[src/rtl/adcp_pkg.sv]
package adcp_pkg;
  localparam int FRAME_BITS = 19;
  localparam int CMD_BITS   = 8;
  localparam int RES_BITS   = 16;
  localparam logic [2:0] CTL_UPDATE = 3'b101;

  typedef struct packed {
    logic       single;
    logic [3:0] chan;
  } chsel_t;
endpackage

[src/rtl/adcp_sync.sv]
module adcp_sync #(
  parameter logic RST_VAL = 1'b1
) (
  input  logic clk,
  input  logic rst_n,
  input  logic d,
  output logic q,
  output logic rise,
  output logic fall
);
  logic s1, s2, prev;

  always_ff @(posedge clk or negedge rst_n) begin
    if (!rst_n) begin
      s1   <= RST_VAL;
      s2   <= RST_VAL;
      prev <= RST_VAL;
    end else begin
      s1   <= d;
      s2   <= s1;
      prev <= s2;
    end
  end

  assign q    = s2;
  assign rise = s2 & ~prev;
  assign fall = ~s2 & prev;
endmodule

[src/rtl/adcp_conv_timer.sv]
module adcp_conv_timer #(
  parameter int CONV_CYCLES = 40
) (
  input  logic clk,
  input  logic rst_n,
  input  logic start,
  input  logic take,
  output logic busy,
  output logic ready
);
  localparam int CW = $clog2(CONV_CYCLES + 1);
  localparam logic [CW-1:0] LAST = CW'(CONV_CYCLES - 1);

  logic [CW-1:0] cnt;

  always_ff @(posedge clk or negedge rst_n) begin
    if (!rst_n) begin
      busy <= 1'b1;
      cnt  <= '0;
    end else if (start) begin
      busy <= 1'b1;
      cnt  <= '0;
    end else if (take) begin
      busy <= 1'b0;
    end else if (busy && cnt != LAST) begin
      cnt <= cnt + 1'b1;
    end
  end

  assign ready = busy && (cnt == LAST);
endmodule

[src/rtl/adcp_cmd_cap.sv]
module adcp_cmd_cap
  import adcp_pkg::*;
(
  input  logic   clk,
  input  logic   rst_n,
  input  logic   clr,
  input  logic   en,
  input  logic   din,
  output logic   upd_valid,
  output chsel_t upd_sel
);
  localparam int NW = $clog2(CMD_BITS + 1);
  localparam logic [NW-1:0] FULL = NW'(CMD_BITS);

  logic [CMD_BITS-1:0] sh;
  logic [NW-1:0]       n;

  always_ff @(posedge clk or negedge rst_n) begin
    if (!rst_n) begin
      sh <= '0;
      n  <= '0;
    end else if (clr) begin
      sh <= '0;
      n  <= '0;
    end else if (en && n != FULL) begin
      sh <= {sh[CMD_BITS-2:0], din};
      n  <= n + 1'b1;
    end
  end

  assign upd_valid = (n == FULL) && (sh[7:5] == CTL_UPDATE);
  assign upd_sel   = chsel_t'(sh[4:0]);
endmodule

[src/rtl/adc_port_emu.sv]
module adc_port_emu
  import adcp_pkg::*;
#(
  parameter int CONV_CYCLES = 40
) (
  input  logic        clk,
  input  logic        rst_n,
  input  logic        cs_n_i,
  input  logic        sck_i,
  input  logic        sdi_i,
  output logic        sdo_o,
  output logic        sdo_oe_o,
  input  logic        res_valid_i,
  output logic        res_ready_o,
  input  logic [15:0] res_data_i,
  input  logic        res_sign_i,
  output logic [3:0]  chan_o,
  output logic        single_o
);
  localparam int FC = $clog2(FRAME_BITS);
  localparam logic [FC-1:0] LAST_FALL = FC'(FRAME_BITS - 1);

  logic cs_q, cs_rise_u, cs_fall_u;
  logic sck_q, sck_rise, sck_fall;
  logic busy, take, frame_end, cap_en, upd_valid;
  logic active, done;
  logic [FC-1:0] fall_cnt;
  logic [FRAME_BITS-1:0] word;
  chsel_t sel_q, upd_sel;

  adcp_sync #(.RST_VAL(1'b1)) u_cs_sync (
    .clk(clk), .rst_n(rst_n), .d(cs_n_i), .q(cs_q), .rise(cs_rise_u), .fall(cs_fall_u)
  );
  adcp_sync #(.RST_VAL(1'b0)) u_sck_sync (
    .clk(clk), .rst_n(rst_n), .d(sck_i), .q(sck_q), .rise(sck_rise), .fall(sck_fall)
  );

  assign take      = res_valid_i && res_ready_o;
  assign frame_end = active && sck_fall && (fall_cnt == LAST_FALL);
  assign cap_en    = !cs_q && sck_rise && !done && (active || !busy);

  adcp_conv_timer #(.CONV_CYCLES(CONV_CYCLES)) u_timer (
    .clk(clk), .rst_n(rst_n), .start(frame_end), .take(take),
    .busy(busy), .ready(res_ready_o)
  );

  adcp_cmd_cap u_cap (
    .clk(clk), .rst_n(rst_n), .clr(cs_q), .en(cap_en), .din(sdi_i),
    .upd_valid(upd_valid), .upd_sel(upd_sel)
  );

  always_ff @(posedge clk or negedge rst_n) begin
    if (!rst_n) begin
      active   <= 1'b0;
      done     <= 1'b0;
      fall_cnt <= '0;
    end else if (cs_q) begin
      active   <= 1'b0;
      done     <= 1'b0;
      fall_cnt <= '0;
    end else begin
      if (cap_en && !active) active <= 1'b1;
      if (active && sck_fall) begin
        if (fall_cnt == LAST_FALL) begin
          active   <= 1'b0;
          done     <= 1'b1;
          fall_cnt <= '0;
        end else begin
          fall_cnt <= fall_cnt + 1'b1;
        end
      end
    end
  end

  always_ff @(posedge clk or negedge rst_n) begin
    if (!rst_n) begin
      word  <= '0;
      sel_q <= '0;
    end else begin
      if (take)                   word  <= {2'b00, res_sign_i, res_data_i};
      if (frame_end && upd_valid) sel_q <= upd_sel;
    end
  end

  assign sdo_o    = active ? word[LAST_FALL - fall_cnt] : busy;
  assign sdo_oe_o = ~cs_q;
  assign chan_o   = sel_q.chan;
  assign single_o = sel_q.single;
endmodule

[config.mk]
export PLATFORM = sky130hd
export DESIGN_NAME = adc_port_emu
export DESIGN_NICKNAME = d
export VERILOG_FILES = /design/src/rtl/adcp_pkg.sv /design/src/rtl/adcp_sync.sv /design/src/rtl/adcp_conv_timer.sv /design/src/rtl/adcp_cmd_cap.sv /design/src/rtl/adc_port_emu.sv
export SDC_FILE = /design/constraint.sdc
export NUM_CORES = 1
export LEC_CHECK = 0
export ABC_AREA = 0
export BUFFER_PORTS_ARGS = -buffer_cell sky130_fd_sc_hd__buf_2
export CAP_MARGIN = 20
export CORE_ASPECT_RATIO = 1.4
export CORE_MARGIN = 8
export CORE_UTILIZATION = 52
export CTS_CLUSTER_SIZE = 25
export DETAILED_ROUTE_END_ITERATION = 16
export GPL_ROUTABILITY_DRIVEN = 1
export HOLD_SLACK_MARGIN = 0.03
export PLACE_DENSITY = 0.75
export REMOVE_ABC_BUFFERS = 1
export SYNTH_ARGS = -nofsm -noshare
export SYNTH_HDL_FRONTEND = slang
export SYNTH_SLANG_ARGS = --single-unit
[constraint.sdc]
create_clock -name clk -period 1.8 [get_ports clk]
set_clock_uncertainty 0.1 [all_clocks]
set_input_delay 0.09 -clock clk [delete_from_list [all_inputs] [get_ports clk]]
set_output_delay 0.09 -clock clk [all_outputs]
set_load 0.02 [all_outputs]
== Word level (Yosys, flattened, before mapping) ==
Index checks and enable logic that the tools add are counted.
Storage, ports and cells
  bits in registers: 53
  output and inout port bits: 8
Cells by class
  equality and inequality tests: 7
  reduce and logical (&&, ||, !) cells: 24
  add/sub/neg operators: 4
  mux-type cells: 22
  bitwise gates (word level): 5
  $lt $le $gt $ge: 1
Operators by type and width (count)
  $mux W6: 3
  $mux W8: 2
  $mux W5: 3
  $logic_and A1 B1 Y1: 12
  $mux W1: 11
  $reduce_bool A2 Y1: 5
  $mux W4: 2
  $add A6 B1 Y6 const B: 1
  $eq A6 B6 Y1 const B: 1
  $lt A5 B6 Y1 const B: 1
  $ne A6 B6 Y1 const B: 1
  $add A5 B1 Y5 const B: 1
  $bmux W1 S5: 1
  $eq A5 B5 Y1 const B: 1
  $sub A5 B5 Y5 const A: 1
  $add A4 B1 Y4 const B: 1
  $eq A4 B4 Y1 const B: 1
  $logic_not A1 Y1: 4
  $ne A4 B4 Y1 const B: 1
  $reduce_and A2 Y1: 2
  $eq A3 B3 Y1 const B: 1
  $not A1 Y1: 3
  $and A1 B1 Y1: 2
  $ne A2 B1 Y1 const B: 1
  $logic_or A1 B1 Y1: 1

== Logic depth before layout (Yosys ltp) ==
Gate-level depths: netlist (run 1).
  depth in word-level cells: 10
  gate-level depth with buffers: 8
  depth with buffers taken out: 6

== Modules after synthesis ==
A second synthesis (run 1) with hierarchy kept.
Unflattened totals
  cell total of the unflattened synthesis: 225
  area, all modules: 2661.3 um^2
Modules (own cells, without submodules)
  adc_port_emu: instances 1, seq. area each 725.7 um^2, area an instance 1450.1 um^2, cells an instance 115
  adcp_cmd_cap: instances 1, seq. area each 300.3 um^2, area an instance 628.1 um^2, cells an instance 57
  adcp_conv_timer: instances 1, seq. area each 176.4 um^2, area an instance 399.1 um^2, cells an instance 43
  adcp_sync at u_cs_sync: instances 1, seq. area each 78.8 um^2, area an instance 93.8 um^2, cells an instance 5
  adcp_sync at u_sck_sync: instances 1, seq. area each 75.1 um^2, area an instance 90.1 um^2, cells an instance 5

== Worst setup path before layout (run 1) ==
OpenSTA, ideal clock, no wires.
  path kind: reg-to-output
  from: reg fall_cnt[0]
  to: out sdo_o
  arrival time: 1.781 ns
  required time: 1.610 ns
  stages on the path, launching flop included: 8
  path slack: -0.171 ns
  cells stage by stage: dfrtp_1 -> buf_6 -> inv_1 -> ha_1 -> mux4_2 -> mux2_2 -> a22oi_1 -> o211ai_1
On the way
  cells in the longest elaborated chain, start to end: 4
Ends and longest elaborated chain
  from (decl): line adc_port_emu.sv:27  | logic [FC-1:0] fall_cnt;
  from (signal assigned): line adc_port_emu.sv:69  | fall_cnt <= fall_cnt + 1'b1;
  $sub A5 B5 Y5: line adc_port_emu.sv:85  | assign sdo_o = active ? word[LAST_FALL - fall_cnt] : busy;
  $bmux W1 S5: line adc_port_emu.sv:85
  $mux W1 (implied by the code): line adc_port_emu.sv:85
  $mux W1: line adc_port_emu.sv:85
  to (decl): line adc_port_emu.sv:11  | output logic sdo_o,
No other way between the ends. The select of a mux whose other input is x is not followed.

== Worst setup path after layout (run 1) ==
Same ends and word-level chain as after synthesis.

==> results.yml, run 1 <==
outcome:
  outcome: "complete, but fails checks"
  violations: "setup timing"
critical_path:
  end_kind: "primary output"
  crit_type: "flip-flop to primary output"
  crit_path_start_kind: "flip-flop"
  cp.required_ns: 1.61
  crit_path_max_fanout: 4
  crit_arrival_ns: 2.12
logic_synthesis:
  synth_area_per_cell_um2: 12.7
  netlist_area_um2: 2510
  synth_edf_count: 0
  syn_inst: 198
  synth_top_area_cell: "dfrtp_1"
  yosysWarnings: 0
  synth_seq_cells: 53
  synth_commonest_cells: "dfrtp_1 (50), nor2_1 (21), mux2_2 (15)"
  synthArstFlopShare_pct: 100
  ys_top_cells_by_area: "dfrtp_1 (50%), mux2_2 (6.7%), mux2_4 (5.4%)"
  ys_seq_area_share_pct: 52.9
  yosysTopAreaCellShare_pct: 49.8
  ys.flop_type: "dfrtp_1"
  yosysMostFrequentCell: "dfrtp_1"
  synthDistinctLibCells: 39
drt:
  drtIter0Drc: 74
  antenna_left: 0
  vias: 1783
  wl_um: 5300
  dr.pass1.iters: 5
  avgViaCountPerCell: 5.40
  drc: 0
  avgRoutedWirePerCell_um: 16.1
global_routing:
  overflow: 0
  grt_usage_pct: 15.2
  antenna_found_initial: 0
  grt_pass1_wl_um: 8670
  grt_pass1_vias: 1876
  grt_max_degree: 54
floorplan:
  fp-row-count: 30
  die_y_um: 98.3
  num_io_pins: 31
  dieArea_um2: 7350
  start_util_pct: 52.7
  die_x_um: 74.8
  core_um2: 4770
cts:
  path_clk_slew_ns: 0.09
  cts_tree: "built"
  cts_buffers: 5
  worstSkewPairLatency_ns: 0.31
  clock_path_buffers: 2
  h-tree-depth: 2
  cts_num_sinks: 53
  cts_root_buffer: "clkbuf_8"
timing:
  final_hold_viol_count: 0
  worst_pin_slew_ns: 0.399
  maxSlewHeadroom_pct: 73.1
  tns_ns: -0.510
  finalCriticalPeriod_ns: 2.31
  max_freq_mhz: 433
  setup_ws_ns: -0.510
  rsz0062_at_grt: "yes"
  fin_crit_sh_pct: 128
  final-max-slew-violation-count: 0
  setup_viol: 1
final_layout:
  seqCellArea_um2: 1330
  stdcell_area_um2: 3210
  antennaDiodeCount: 0
  multi_input_area_um2: 1150
  fill_cells: 365
  fin_util_pct: 67.3
  fin_nets: 293
  layout-drive-gt1-share_pct: 38.0
  syn_to_final_growth_pct: 27.6
place:
  post_dp_cell_area_um2: 2820
  dp_hpwl_um: 3370
  gp_congestion: 0.764
  io_buffer_count: 30
  dp_slack_ns: -0.251
flow_run:
  maxCapViolations: 0
min_path:
  hold_path_class: "input port to async pin"
power:
  vdd_drop_max_v: 0.000517
  powerDensity_nw_per_um2: 631
  p_leak_nw: 1.65
cells by family (layout without fill, tap and decap cells):
| group | after synthesis | count (layout) | synth area share [%] |
|---|---|---|---|
| compound gates | 17 | 17 | 4.23 |
| xor+xnor | 12 | 12 | 4.18 |
| fa+ha+maj | 5 | 5 | 2.49 |
| buf+inv | 14 | 82 | 3.24 |
| flops | 53 | 53 | 52.9 |
| mux | 38 | 38 | 19.7 |
| simple gates | 59 | 59 | 13.3 |
layout make-up:
type,instances,share of cell area [%]
sequential,53,41.5
inverter,4,0.468
multi-input combinational,131,36.0
timing repair buffer,70,16.8
tap,64,2.50
clock inverter,3,0.663
clock buffer,5,2.15
path summary, 6_finish.rpt:
| check | slack, ns | cells past startpoint | start | endpoint |
|---|---|---|---|---|
| setup / recovery | -0.51 | 6 | fall_cnt[0]$_DFFE_PN0P_ | sdo_o |
| hold / removal | 0.20 | 3 | rst_n | u_timer.cnt[4]$_DFFE_PN0P_ |
| setup reg to reg | 0.02 | 7 | fall_cnt[0]$_DFFE_PN0P_ | chan_o[2]$_DFFE_PN0P_ |
| hold reg to reg | 0.26 | 0 | u_sck_sync.s1$_DFF_PN0_ | u_sck_sync.q$_DFF_PN0_ |
| max in group asynchronous | 1.11 | 3 | rst_n | u_cs_sync.q$_DFF_PN1_ |
| min in group clk | 0.22 | 3 | res_valid_i | u_timer.busy$_DFFE_PN1P_ |
metrics by stage:
step | hold slack, ns | cells | total power [W]
after floorplan | -0.306 | 188 | 0.00126
after global placement | 0.00804 | 297 | 0.00133
after detailed placement | 0.00636 | 297 | 0.00133
after CTS | 0.211 | 330 | 0.00204
after global routing | 0.238 | 330 | 0.00210
final | 0.200 | 330 | 0.00202
worst max-delay path, cell delays in order, from the launching register on:
cell      delay (ns)
dfrtp_1         0.44
ha_2            0.23
or4_1           0.48
and3_1          0.21
a22oi_2         0.14
o211ai_1        0.13
buf_4           0.18
flip-flops by register name (all words and copies together), names as in the netlist:
name,count
done,1
u_cap.n,4
u_timer.cnt,6
word,17
chan_o,4
active,1
u_sck_sync.prev,1
u_cs_sync.s1,1
u_timer.busy,1
u_sck_sync.s1,1
single_o,1
u_cap.sh,8
u_sck_sync.q,1
fall_cnt,5
u_cs_sync.q,1
report_power, final:
part | internal (W) | switching (W) | leakage, nW
sequential | 0.00120 | 0.00000816 | 0.722
clock | 0.000277 | 0.000397 | 0.0445
combinational | 0.0000763 | 0.0000638 | 0.885
metal layers:
layer	routed length, µm	up-vias	part of all wire (%)	track usage, %
li1	-	825	-	-
met1	2130	899	40	16.9
met2	2860	48	54	26.1
met3	216	11	4.1	2.97
met4	95	0	1.8	7.42
met5	0	-	0	0
repair_timing:
item | 4_1_cts | 5_1_grt
resized for setup | 9 | 7
endpoints found under the setup margin | 6 | 10
setup buffers | 4 | 0
hold endpoints to repair | 73 | 0
pin swaps | 2 | 3
cloned | 0 | 0
hold buffers | 21 | 0
layout by cell type, fill, tap and decap left out, types with 2 or more instances in the layout:
master,n
nand2b_1,2
nand2_1,5
dfrtp_1,50
xnor2_1,3
mux2_2,10
nand3b_1,3
mux2i_1,10
dlygate4sd3_1,21
buf_12,2
nand4_1,3
mux4_2,4
o21ai_0,7
buf_4,16
nand3_1,7
and3_1,3
o31ai_1,3
a21oi_1,2
inv_1,3
xor2_1,9
clkbuf_8,5
nor2_1,21
ha_1,3
mux2_4,14
buf_2,29
buf_6,2
dfstp_2,3
nor3_1,2
o211ai_1,3
(Power assumes the default switching activity.)
==> run 2, diff against run 1 <==
Settings changed: CTS_BUF_LIST set to sky130_fd_sc_hd__clkbuf_16.
==> run 2 against run 1 <==
Effect of this change: the run still ends with setup timing left; via count decreased by 0.28%; clock power is 40% higher; register-to-register slack about the same; combinational power hardly changed; wire length shrank 0.21%; design area up 2.3%; setup slack improved by 0.042 ns; global-route usage decreased by 0.24 points.
==> results.yml, run 2 (synthesized netlist as in run 1, its figures left out) <==
final_layout:
  multi_input_area_um2: 1170
  final_cell_mix: "dfrtp_1 (49), buf_2 (29), nor2_1 (21), dlygate4sd3_1 (21), buf_4 (16)"
  antennaDiodeCount: 0
  largestRegisters: "word x17, u_cap.sh x8, u_timer.cnt x6"
  fin_nets: 293
  largest_reg_flops: 17
  layout_commonest_cell: "dfrtp_1"
  seqCellArea_um2: 1330
  stdcell_area_um2: 3280
  fill_cells: 353
  layout-drive-gt1-share_pct: 39.5
  syn_to_final_growth_pct: 30.6
  regMostFlops: "word"
timing:
  maxSlewHeadroom_pct: 73.2
  fin_crit_sh_pct: 126
  rsz0062_at_grt: "yes"
  max_freq_mhz: 441
  final_hold_viol_count: 0
  setup_ws_ns: -0.468
  setup_viol: 1
  final-max-slew-violation-count: 0
  finalCriticalPeriod_ns: 2.27
  worst_pin_slew_ns: 0.398
cts:
  cts_buffers: 5
  path_clk_slew_ns: 0.07
  cts_tree: "built"
  cts_root_buffer: "clkbuf_16"
  h-tree-depth: 2
  worstSkewPairLatency_ns: 0.29
  clock_path_buffers: 2
  cts_num_sinks: 53
critical_path:
  reg2reg_depth: 8
  path_depth: 6
  crit_start: "fall_cnt[0]$_DFFE_PN0P_"
  crit_path_start_kind: "flip-flop"
  end_kind: "primary output"
  cpMaxStageDelayCell: "or4_1"
  r2r_slack_ns: 0.02
  crit_chain: "ha_2 -> or4_1 -> and3_1 -> a22oi_2 -> o211ai_1 -> buf_4"
  crit_family: "simple AND/OR/NAND/NOR gates"
  crit_type: "flip-flop to primary output"
  reg2reg_from: "fall_cnt[0]$_DFFE_PN0P_"
  slowest_delay_ns: 0.48
  crit_arrival_ns: 2.08
  critPathBufInv: 1
  cp.required_ns: 1.61
  r2r_end: "fall_cnt[3]$_DFFE_PN0P_"
  crit_path_max_fanout: 4
  cp-endpoint: "sdo_o"
floorplan:
  core_um2: 4770
  dieArea_um2: 7350
  start_util_pct: 52.7
  num_io_pins: 31
  die_y_um: 98.3
  die_x_um: 74.8
  fp-row-count: 30
global_routing:
  overflow: 0
  grt_pass1_wl_um: 8450
  antenna_found_initial: 0
  grt_usage_pct: 15.0
  grt_max_degree: 54
  grt_pass1_vias: 1881
place:
  gp_congestion: 0.764
  post_dp_cell_area_um2: 2820
  io_buffer_count: 30
  dp_hpwl_um: 3370
min_path:
  hold_path_class: "input port to async pin"
drt:
  avgViaCountPerCell: 5.39
  dr.pass1.iters: 4
  avgRoutedWirePerCell_um: 16.0
  antenna_left: 0
  vias: 1778
  drtIter0Drc: 82
  wl_um: 5290
  drc: 0
power:
  powerDensity_nw_per_um2: 699
  power.total_w: 0.00230
  p_leak_nw: 1.68
  vdd_drop_max_v: 0.000802
flow_run:
  maxCapViolations: 0
outcome:
  outcome: "complete, but fails checks"
  violations: "setup timing"
==> run 2: repair_timing <==
| action | CTS | global route |
|---|---|---|
| gates resized for setup | 9 | 12 |
| pin swaps | 2 | 1 |
| gates cloned | 0 | 0 |
| endpoints found under the setup margin | 6 | 12 |
| hold buffers | 21 | 0 |
| endpoints found under the hold margin | 73 | 0 |
| buffers inserted | 3 | 1 |
==> run 2: where the power goes <==
group	leakage, nW	total (W)	switching, W	internal (W)
combinational	0.890	0.000141	0.0000649	0.0000764
sequential	0.720	0.00121	0.00000822	0.00120
clock	0.0702	0.000944	0.000426	0.000518
total	1.68	0.00230	0.000499	0.00180
==> run 2: how the worst min path moves through the flow <==
stage | depth (start not counted) | slack (ns) | start | to
floorplan | 0 | -0.31 | rst_n | active$_DFF_PN0_
global placement | 2 | 0.008 | rst_n | u_timer.cnt[4]$_DFFE_PN0P_
detailed placement | 2 | 0.006 | rst_n | u_cap.n[3]$_DFFE_PN0P_
CTS | 3 | 0.24 | rst_n | single_o$_DFFE_PN0P_
global route | 3 | 0.26 | res_valid_i | u_timer.busy$_DFFE_PN1P_
finish | 3 | 0.23 | rst_n | u_timer.cnt[5]$_DFFE_PN0P_
==> run 2: routing by layer <==
| metal | GRT usage (%) | routed length (µm) |
|---|---|---|
| met5 | 0 | 0 |
| met4 | 8.48 | 160 |
| met3 | 3.59 | 198 |
| met2 | 25.7 | 2900 |
| met1 | 15.8 | 2040 |
==> run 2: stage by stage <==
stage                     hold slack (ns)  utilization [%]  setup TNS (ns)  setup slack [ns]  std cells
after floorplan                    -0.306                -           -2.53            -0.271        188
after global placement            0.00804             59.1          -0.593            -0.179        297
after detailed placement          0.00636             59.1          -0.724            -0.251        297
after CTS                           0.239             67.7          -0.474            -0.474        329
after global routing                0.260             68.9          -0.768            -0.532        330
final                               0.228             68.9          -0.468            -0.468        330
==> run 2: area by class of cell <==
cell class                 count  area share [%]
inverter                       4           0.457
sequential                    53            40.5
tap                           64            2.44
clock inverter                 3           0.648
clock buffer                   5            3.81
multi-input combinational    131            35.7
timing repair buffer          70            16.4
==> run 2: worst min-delay path: cells and delay by family <==
| kind | cells | cell delay (ns) |
|---|---|---|
| buf+inv | 3 | 0.90 |
==> run 3, diff against run 2 <==
Settings changed: CORE_MARGIN 8 to 1.
==> run 3 against run 2 <==
Effect of this change: the run still ends with setup timing left; total power is 11% higher; wire length is 1.4% higher; maximum frequency is 0.38% lower; die area is 30% lower; sequential power hardly changed; global-route usage is 8.2 points higher; via count is 3.1% higher.
==> results.yml, run 3 (synthesized netlist as in run 1, its figures left out) <==
outcome:
  outcome: "complete, but fails checks"
  violations: "setup timing"
final_layout:
  regMostFlops: "word"
  fin_util_pct: 73.2
  largest_reg_flops: 17
  layout_commonest_cell: "dfrtp_1"
  fin_nets: 295
  largestRegisters: "word x17, u_cap.sh x8, u_timer.cnt x6"
  stdcell_area_um2: 3350
  final_cell_mix: "dfrtp_1 (49), buf_2 (29), nor2_1 (21), dlygate4sd3_1 (21), buf_4 (19)"
  antennaDiodeCount: 0
  syn_to_final_growth_pct: 33.2
  layout-drive-gt1-share_pct: 40.3
cts:
  cts_buffers: 5
  cts_num_sinks: 53
  clock_path_buffers: 2
  cts_root_buffer: "clkbuf_16"
  worstSkewPairLatency_ns: 0.29
  cts_tree: "built"
  h-tree-depth: 2
  path_clk_slew_ns: 0.06
power:
  combPwrFrac_pct: 5.5
  power.total_w: 0.00256
  p_seq_share_pct: 47.3
  vdd_drop_max_v: 0.000726
  switching_share_pct: 19.1
  powerDensity_nw_per_um2: 765
  power.share.clock_pct: 47.2
  p_int_w: 0.00207
  p_leak_nw: 1.71
  p_switching_w: 0.000489
critical_path:
  crit_path_start_kind: "flip-flop"
  crit_arrival_ns: 2.09
  end_kind: "primary output"
  crit_path_max_fanout: 4
  r2r_slack_ns: -0.02
  cp.required_ns: 1.61
  cp-endpoint: "sdo_o"
  crit_start: "fall_cnt[1]$_DFFE_PN0P_"
  reg2reg_depth: 7
  crit_type: "flip-flop to primary output"
  r2r_end: "chan_o[1]$_DFFE_PN0P_"
  reg2reg_from: "fall_cnt[0]$_DFFE_PN0P_"
min_path:
  hold_path_class: "input port to async pin"
place:
  dp_hpwl_um: 3270
  post_dp_cell_area_um2: 2820
  io_buffer_count: 30
  gp_congestion: 0.787
drt:
  wl_met2_um: 2940
  antenna_left: 0
  vias: 1834
  drtIter0Drc: 59
  dr.pass1.iters: 4
  wl_um: 5360
  top_layer_used: "met4"
  wl_met1_um: 2170
  avgRoutedWirePerCell_um: 16.3
  route.met3.wl_um: 179
  drc: 0
  avgViaCountPerCell: 5.56
flow_run:
  maxCapViolations: 0
timing:
  setup_ws_ns: -0.477
  rsz0062_at_grt: "yes"
  worst_pin_slew_ns: 0.408
  fin_crit_sh_pct: 126
  tns_ns: -0.585
  final_hold_viol_count: 0
  maxSlewHeadroom_pct: 72.7
  finalCriticalPeriod_ns: 2.28
  setup_viol: 7
  max_freq_mhz: 439
  final-max-slew-violation-count: 0
floorplan:
  fp-row-count: 29
  num_io_pins: 31
  core_um2: 4570
  dieArea_um2: 5120
  die_x_um: 60.8
  die_y_um: 84.3
  start_util_pct: 55.0
global_routing:
  grt_max_degree: 20
  grt_pass1_wl_um: 8710
  grt_pass1_vias: 1848
  antenna_found_initial: 0
  grt_usage_pct: 23.1
  overflow: 0
[run 3: cell types whose count changed in the layout (fill, tap and decap cells not counted), sizes merged]
cell / previous run / this run
buf: 49 / 51
bufinv: 0 / 2
clkinvlp: 1 / 0
inv: 5 / 4
[run 3: what timing repair did]
| item | CTS | global route |
|---|---|---|
| gates cloned | 0 | 0 |
| hold buffers | 21 | 0 |
| pin swaps | 2 | 3 |
| endpoints found under the setup margin | 9 | 18 |
| resized for setup | 9 | 17 |
| setup buffers | 2 | 1 |
| hold endpoints to repair | 70 | 0 |
[run 3: layout make-up]
class                      instances  area, µm²
fill                             311       1220
timing repair buffer              72        541
clock buffer                       5        125
multi-input combinational        131       1190
sequential                        53       1330
inverter                           4       15.0
clock inverter                     3       65.1
tap                               62       77.6
[run 3: power by group through the flow]
stage / Sequential [W] / Combinational (W) / Clock [W]
after floorplan: 0.00124 / 0.0000251 / 0
after global placement: 0.00123 / 0.0000974 / 0
after detailed placement: 0.00123 / 0.0000996 / 0
after CTS: 0.00121 / 0.000137 / 0.00122
after global routing: 0.00121 / 0.000154 / 0.00128
final: 0.00121 / 0.000141 / 0.00121
[run 3: metrics by stage]
stage | hold slack (ns) | instances | setup slack, ns
detailed placement | -0.0666 | 298 | -0.225
finish | 0.154 | 330 | -0.477
global placement | -0.0685 | 298 | -0.170
floorplan | -0.306 | 188 | -0.271
CTS | 0.170 | 329 | -0.420
global route | 0.195 | 330 | -0.520
[run 3: worst min-delay path by stage]
stage,endpoint,slack [ns],cells after the start
floorplan,active$_DFF_PN0_,-0.31,0
global placement,u_cap.n[2]$_DFFE_PN0P_,-0.07,1
detailed placement,u_cap.n[2]$_DFFE_PN0P_,-0.07,1
CTS,u_cap.sh[6]$_DFFE_PN0P_,0.17,2
global route,u_cap.n[3]$_DFFE_PN0P_,0.19,2
finish,u_cap.n[3]$_DFFE_PN0P_,0.15,2
[run 3: metal layers]
metal  vias up  GRT usage, %
met5         -             0
met4         0          7.85
met3         8          4.93
met2        47          39.2
met1       937          28.6
li1        842             -
[run 3: critical path, cell delays in order (launching register included)]
cell and delay [ns]:
dfrtp_1 0.45, ha_4 0.21, or4_1 0.49, and3_1 0.21, a22oi_2 0.16, o211ai_1 0.10, buf_4 0.17
